<file path="src/rtl/vp_regbank_pkg.sv">
package vp_regbank_pkg;
  localparam int          DATA_W     = 32;
  localparam int          PTR_W      = 3;
  localparam logic [7:0]  OFS_CONFIG = 8'h10;
  localparam logic [7:0]  OFS_PTR    = 8'h18;
  localparam logic [7:0]  OFS_BASE   = 8'h20;
  localparam logic [31:0] BASE_MASK  = 32'hFFFF_F000;
  localparam logic [31:0] BASE_RST   = 32'hBFC0_0000;

  typedef enum logic [1:0] {
    REG_NONE,
    REG_CONFIG,
    REG_PTR,
    REG_BASE
  } reg_sel_e;
endpackage

</file>
<file path="src/rtl/vp_regbank_decode.sv">
module vp_regbank_decode
  import vp_regbank_pkg::*;
#(
  parameter int NUM_VP = 4,
  parameter int ADDR_W = 9
) (
  input  logic [PTR_W-1:0]  req_vp_i,
  input  logic [ADDR_W-1:0] addr_i,
  input  logic [PTR_W-1:0]  ptr_i [NUM_VP],
  output logic [PTR_W-1:0]  tgt_vp_o,
  output reg_sel_e          reg_sel_o
);
  logic [PTR_W-1:0] self_idx;
  logic [PTR_W-1:0] self_ptr;
  logic             other_win;

  assign other_win = addr_i[ADDR_W-1];

  // an out-of-range requester acts as processor 0
  assign self_idx = ({1'b0, req_vp_i} < (PTR_W+1)'(NUM_VP)) ? req_vp_i : '0;

  always_comb begin
    self_ptr = '0;
    for (int i = 0; i < NUM_VP; i++) begin
      if (self_idx == PTR_W'(i)) self_ptr = ptr_i[i];
    end
  end

  assign tgt_vp_o = other_win ? self_ptr : self_idx;

  always_comb begin
    unique case (addr_i[7:0])
      OFS_CONFIG: reg_sel_o = REG_CONFIG;
      OFS_PTR:    reg_sel_o = REG_PTR;
      OFS_BASE:   reg_sel_o = REG_BASE;
      default:    reg_sel_o = REG_NONE;
    endcase
  end
endmodule

</file>
<file path="src/rtl/vp_regbank_slot.sv">
module vp_regbank_slot
  import vp_regbank_pkg::*;
#(
  parameter int NUM_VP = 4
) (
  input  logic              clk_i,
  input  logic              rst_ni,
  input  logic              sel_i,
  input  logic              we_i,
  input  reg_sel_e          reg_sel_i,
  input  logic [DATA_W-1:0] wdata_i,
  output logic [PTR_W-1:0]  ptr_o,
  output logic [31:0]       base_o
);
  logic ptr_we, ptr_ok, base_we;

  assign ptr_we  = sel_i && we_i && (reg_sel_i == REG_PTR);
  assign base_we = sel_i && we_i && (reg_sel_i == REG_BASE);
  assign ptr_ok  = {1'b0, wdata_i[PTR_W-1:0]} < (PTR_W+1)'(NUM_VP);

  always_ff @(posedge clk_i or negedge rst_ni) begin
    if (!rst_ni) begin
      ptr_o  <= '0;
      base_o <= BASE_RST & BASE_MASK;
    end else begin
      if (ptr_we && ptr_ok) ptr_o  <= wdata_i[PTR_W-1:0];
      if (base_we)          base_o <= wdata_i[31:0] & BASE_MASK;
    end
  end

  AST_PTR_DROPPED: assert property (@(posedge clk_i) disable iff (!rst_ni)
    (ptr_we && !ptr_ok) |=> $stable(ptr_o));
  AST_PTR_IN_RANGE: assert property (@(posedge clk_i) disable iff (!rst_ni)
    ({1'b0, ptr_o} < (PTR_W+1)'(NUM_VP)));
  AST_BASE_LOW_ZERO: assert property (@(posedge clk_i) disable iff (!rst_ni)
    (base_o[11:0] == 12'h000));
  AST_BASE_HELD: assert property (@(posedge clk_i) disable iff (!rst_ni)
    !base_we |=> $stable(base_o));
endmodule

</file>
<file path="src/rtl/vp_regbank.sv">
module vp_regbank
  import vp_regbank_pkg::*;
#(
  parameter int NUM_VP = 4,
  parameter int ADDR_W = 9,
  parameter int EXC_W  = 64
) (
  input  logic                    clk_i,
  input  logic                    rst_ni,
  input  logic                    req_valid_i,
  input  logic                    req_write_i,
  input  logic [PTR_W-1:0]        req_vp_i,
  input  logic [ADDR_W-1:0]       req_addr_i,
  input  logic [DATA_W-1:0]       req_wdata_i,
  output logic                    rsp_valid_o,
  output logic [DATA_W-1:0]       rsp_rdata_o,
  output logic [NUM_VP*EXC_W-1:0] exc_base_o
);
  localparam logic [DATA_W-1:0] CFG_VAL = DATA_W'(NUM_VP - 1);

  logic [PTR_W-1:0] ptr_q  [NUM_VP];
  logic [31:0]      base_q [NUM_VP];
  logic [PTR_W-1:0] tgt_vp;
  reg_sel_e         reg_sel;
  logic             rd_req;
  logic [DATA_W-1:0] rd_mux;

  vp_regbank_decode #(.NUM_VP(NUM_VP), .ADDR_W(ADDR_W)) u_decode (
    .req_vp_i (req_vp_i),
    .addr_i   (req_addr_i),
    .ptr_i    (ptr_q),
    .tgt_vp_o (tgt_vp),
    .reg_sel_o(reg_sel)
  );

  for (genvar g = 0; g < NUM_VP; g++) begin : g_slot
    vp_regbank_slot #(.NUM_VP(NUM_VP)) u_slot (
      .clk_i    (clk_i),
      .rst_ni   (rst_ni),
      .sel_i    (req_valid_i && (tgt_vp == PTR_W'(g))),
      .we_i     (req_write_i),
      .reg_sel_i(reg_sel),
      .wdata_i  (req_wdata_i),
      .ptr_o    (ptr_q[g]),
      .base_o   (base_q[g])
    );
    assign exc_base_o[g*EXC_W +: EXC_W] = {{(EXC_W-32){base_q[g][31]}}, base_q[g]};
  end

  assign rd_req = req_valid_i && !req_write_i;

  always_comb begin
    rd_mux = '0;
    if (reg_sel == REG_CONFIG) rd_mux = CFG_VAL;
    for (int i = 0; i < NUM_VP; i++) begin
      if (tgt_vp == PTR_W'(i)) begin
        if (reg_sel == REG_PTR)  rd_mux = DATA_W'(ptr_q[i]);
        if (reg_sel == REG_BASE) rd_mux = DATA_W'(base_q[i]);
      end
    end
  end

  always_ff @(posedge clk_i or negedge rst_ni) begin
    if (!rst_ni) begin
      rsp_valid_o <= 1'b0;
      rsp_rdata_o <= '0;
    end else begin
      rsp_valid_o <= rd_req;
      rsp_rdata_o <= rd_req ? rd_mux : '0;
    end
  end

  AST_RSP_AFTER_READ: assert property (@(posedge clk_i) disable iff (!rst_ni)
    rd_req |=> rsp_valid_o);
  AST_NO_RSP_OTHERWISE: assert property (@(posedge clk_i) disable iff (!rst_ni)
    !rd_req |=> !rsp_valid_o);
  AST_CONFIG_VALUE: assert property (@(posedge clk_i) disable iff (!rst_ni)
    (rd_req && reg_sel == REG_CONFIG) |=> (rsp_rdata_o == CFG_VAL));
  AST_UNMAPPED_ZERO: assert property (@(posedge clk_i) disable iff (!rst_ni)
    (rd_req && reg_sel == REG_NONE) |=> (rsp_rdata_o == '0));
  AST_TGT_IN_RANGE: assert property (@(posedge clk_i) disable iff (!rst_ni)
    ({1'b0, tgt_vp} < (PTR_W+1)'(NUM_VP)));
endmodule

</file>
<file path="config.mk">
export PLATFORM = sky130hd
export DESIGN_NAME = vp_regbank
export DESIGN_NICKNAME = d
export VERILOG_FILES = /design/src/rtl/vp_regbank_pkg.sv /design/src/rtl/vp_regbank_decode.sv /design/src/rtl/vp_regbank_slot.sv /design/src/rtl/vp_regbank.sv
export SDC_FILE = /design/constraint.sdc
export NUM_CORES = 1
export LEC_CHECK = 0
export ABC_AREA = 1
export CORE_AREA = 2 2 132 134
export DETAILED_ROUTE_END_ITERATION = 6
export DIE_AREA = 0 0 134 136
export DONT_BUFFER_PORTS = 1
export GPL_ROUTABILITY_DRIVEN = 0
export PLACE_DENSITY = 0.67
export SYNTH_ARGS = -nofsm -noshare
export SYNTH_HDL_FRONTEND = slang
export SYNTH_SLANG_ARGS = --single-unit
</file>
<file path="constraint.sdc">
create_clock -name clk_i -period 1.53 [get_ports clk_i]
set_clock_uncertainty 0.1 [all_clocks]
set_input_delay 0.306 -clock clk_i [delete_from_list [all_inputs] [get_ports clk_i]]
set_output_delay 0.306 -clock clk_i [all_outputs]
set_load 0.01 [all_outputs]
</file>
==> results.ini <==
[sta]
fmax_mhz=517
setup_violations=247
fin_hold_ws_ns=-0.510
min_period_ns=1.93
maxSlewViolCount=0
rsz0062_at_grt=true
timing.final.crit_share_pct=126
finalHoldViolations=116
setup_slack_ns=-0.403

[yosys]
ys_warn_count=0
ys_types=31
ys_ff_latch=116
yosysSeqAreaShare_pct=43.8
netlist_instances=816
avgSynthCellArea_um2=8.24
synth_area_mm2=0.00673

[cts]
clkTransAtPathRegs_ns=0.06
cts_root_buf=clkbuf_16
cts_buffers=17
clockBufferDepth=2
tritoncts=yes
hold_buffers=10
clkSinkCount=116
ctsHtreeMaxLevel=4
insertion_delay_ns=0.41

[drt]
first_pass_iters=4
totalWireLength_um=18100
drcViolationCount=0
ant_nets=0
wl_per_cell_um=18.1
drt_first_iter_violations=259
vias=4845
via_per_inst=4.84

[worst_setup_path]
startpoint_type=flip-flop
endpoint=rsp_rdata_o[2]
critPathSlowestCell=dfrtp_1
worst-path-buf-inv=2
critPathTopFamily=compound AO/OA/AOI/OAI gates
worstPathCellList=o21ai_2, nand3_2, a21oi_4, nand2_4, nor2_4, buf_12, clkbuf_16, nand2_4, nand3_2, nand2_1, a21oi_1
worstSetupPathType=reg2reg
regToRegSetupSlack_ns=-0.40
end_kind=flip-flop
max_stage_delay_ns=0.39
reg2reg_depth=11
cp.required_ns=1.76
crit_start=g_slot[2].u_slot.ptr_o[1]
reg2reg_to=rsp_rdata_o[2]
r2r_start=g_slot[2].u_slot.ptr_o[1]
cp_num_cells=11
arrival_ns=2.16
cp_max_fo=6

[global_routing]
grt_pass1_vias=4594
overflow=0
antenna_found_initial=0
grt_use_total_pct=19.0
grt_max_degree=117
grt_first_pass_wirelength_um=26600

[power_and_ir_drop]
ir_worst_vdd_uv=560
p_per_area_mw_per_mm2=959
cellLeakagePower_uw=0.00376

[finish]
design_area_mm2=0.00801
drive_above_1_share_pct=37.9
area_growth_pct=19.2
num-fill-cells=1515
fin_nets=811
antenna_cells=0
post-route-util_pct=47.5
register_area_mm2=0.00296
final_common_cell=nand2_1
multi_input_area_mm2=0.00277
final_cell_mix=nand2_1, dfrtp_1, o21ai_1, conb_1, inv_1

[placed_design]
dp_slack_ns=-0.384
port_buffers=0
dpl_cell_area_mm2=0.00634
dp_hpwl_um=11500

[status]
status=finished with violations
violations=hold timing, setup timing

[die]
die_area_mm2=0.0182
row_count=48
start_util_pct=39.9
die_y_um=136
dieWidth_um=134
io-pin-count=337
core_area_mm2=0.0169

[min_path]
hold_path.class=in2async

[run]
cap_violations=0

-- layout make-up --
class                           count  share of cell area, %
Sequential cell                   116                   37.0
Multi-Input combinational cell    490                   34.6
Timing Repair Buffer               89                   14.8
Clock buffer                       25                   6.59
Tap cell                          225                   3.51
Inverter                           49                   2.72
Clock inverter                      7                  0.812
-- worst min path at each step --
stage	start	endpoint	slack [ns]
2_1_floorplan	rst_ni	g_slot[0].u_slot.base_o[12]	-0.09
3_5_place_dp	rst_ni	g_slot[3].u_slot.base_o[16]	-0.09
4_1_cts	rst_ni	g_slot[3].u_slot.base_o[16]	-0.52
6_report	rst_ni	g_slot[3].u_slot.base_o[16]	-0.51
5_1_grt	rst_ni	g_slot[2].u_slot.base_o[19]	-0.52
3_3_place_gp	rst_ni	g_slot[3].u_slot.base_o[17]	-0.09
-- power by group --
part,switching (µW),internal [µW],total [µW]
combinational,377,237,614
sequential,32.3,3100,3130
clock,1390,2550,3940
total,1800,5890,7680
-- worst register-to-register path, cell delays in order (launching register included) --
cell	delay, ns
dfrtp_1	0.39
o21ai_2	0.17
nand3_2	0.13
a21oi_4	0.21
nand2_4	0.09
nor2_4	0.14
buf_12	0.15
clkbuf_16	0.18
nand2_4	0.05
nand3_2	0.05
nand2_1	0.05
a21oi_1	0.13
-- metrics by stage --
stage	cells	setup TNS, ns	total power [µW]
2_1_floorplan	872	-12.75	3630
6_report	1001	-67.41	7680
3_5_place_dp	935	-35.63	3600
5_1_grt	1001	-84.97	7930
3_3_place_gp	935	-33.33	3600
4_1_cts	993	-63.06	7620
-- routing by layer --
layer	global-route usage, %	wire length, µm
met2	31.5	9180
met5	0	0
met4	7.51	508
met3	5.41	1150
met1	23.4	7290
-- timing repair --
item	in CTS	in global routing
setup buffers	13	4
endpoints found under the setup margin	247	247
endpoints found under the hold margin	148	116
gates resized for setup	95	105
pin swaps	14	33
gates cloned	3	4
-- registers in the layout, summed over array words and instances, names as in the netlist --
name                  count
g_slot.u_slot.base_o     80
rsp_valid_o               1
g_slot.u_slot.ptr_o      12
rsp_rdata_o              23
-- synthesized netlist by cell type --
master	number	area, µm²
inv_2	2	7.51
nor3_2	1	10.0
nand4_1	5	31.3
nor2_1	34	128
o21ai_0	54	270
buf_2	13	65.1
buf_6	9	101
inv_4	1	6.26
o21ai_1	60	300
nand3_1	29	145
dfstp_2	36	946
nand2_4	3	33.8
o211ai_1	1	7.51
o21ai_2	2	17.5
buf_4	187	1400
and2_1	1	6.26
nor2_2	1	6.26
nand3_2	5	50.1
inv_1	46	173
a21oi_1	26	130
nand2_2	4	25.0
nor2_4	3	33.8
conb_1	1	3.75
clkbuf_1	6	22.5
or2_0	1	6.26
nor3_1	2	10.0
nand2_1	199	747
a21oi_2	1	8.76
clkbuf_2	2	10.0
dfrtp_1	80	2000
nand3_4	1	17.5
-- kinds of logic (layout without fill, tap and decap cells) --
family	after synthesis	count (layout)	share of synthesized area, %
AOI/OAI and AO/OA	144	144	10.9
buffers and inverters	266	170	26.6
DFF	116	116	43.8
other	1	57	0.0558
and+or+nand+nor	289	289	18.6
No activity file was read; power rests on OpenSTA's default activity.
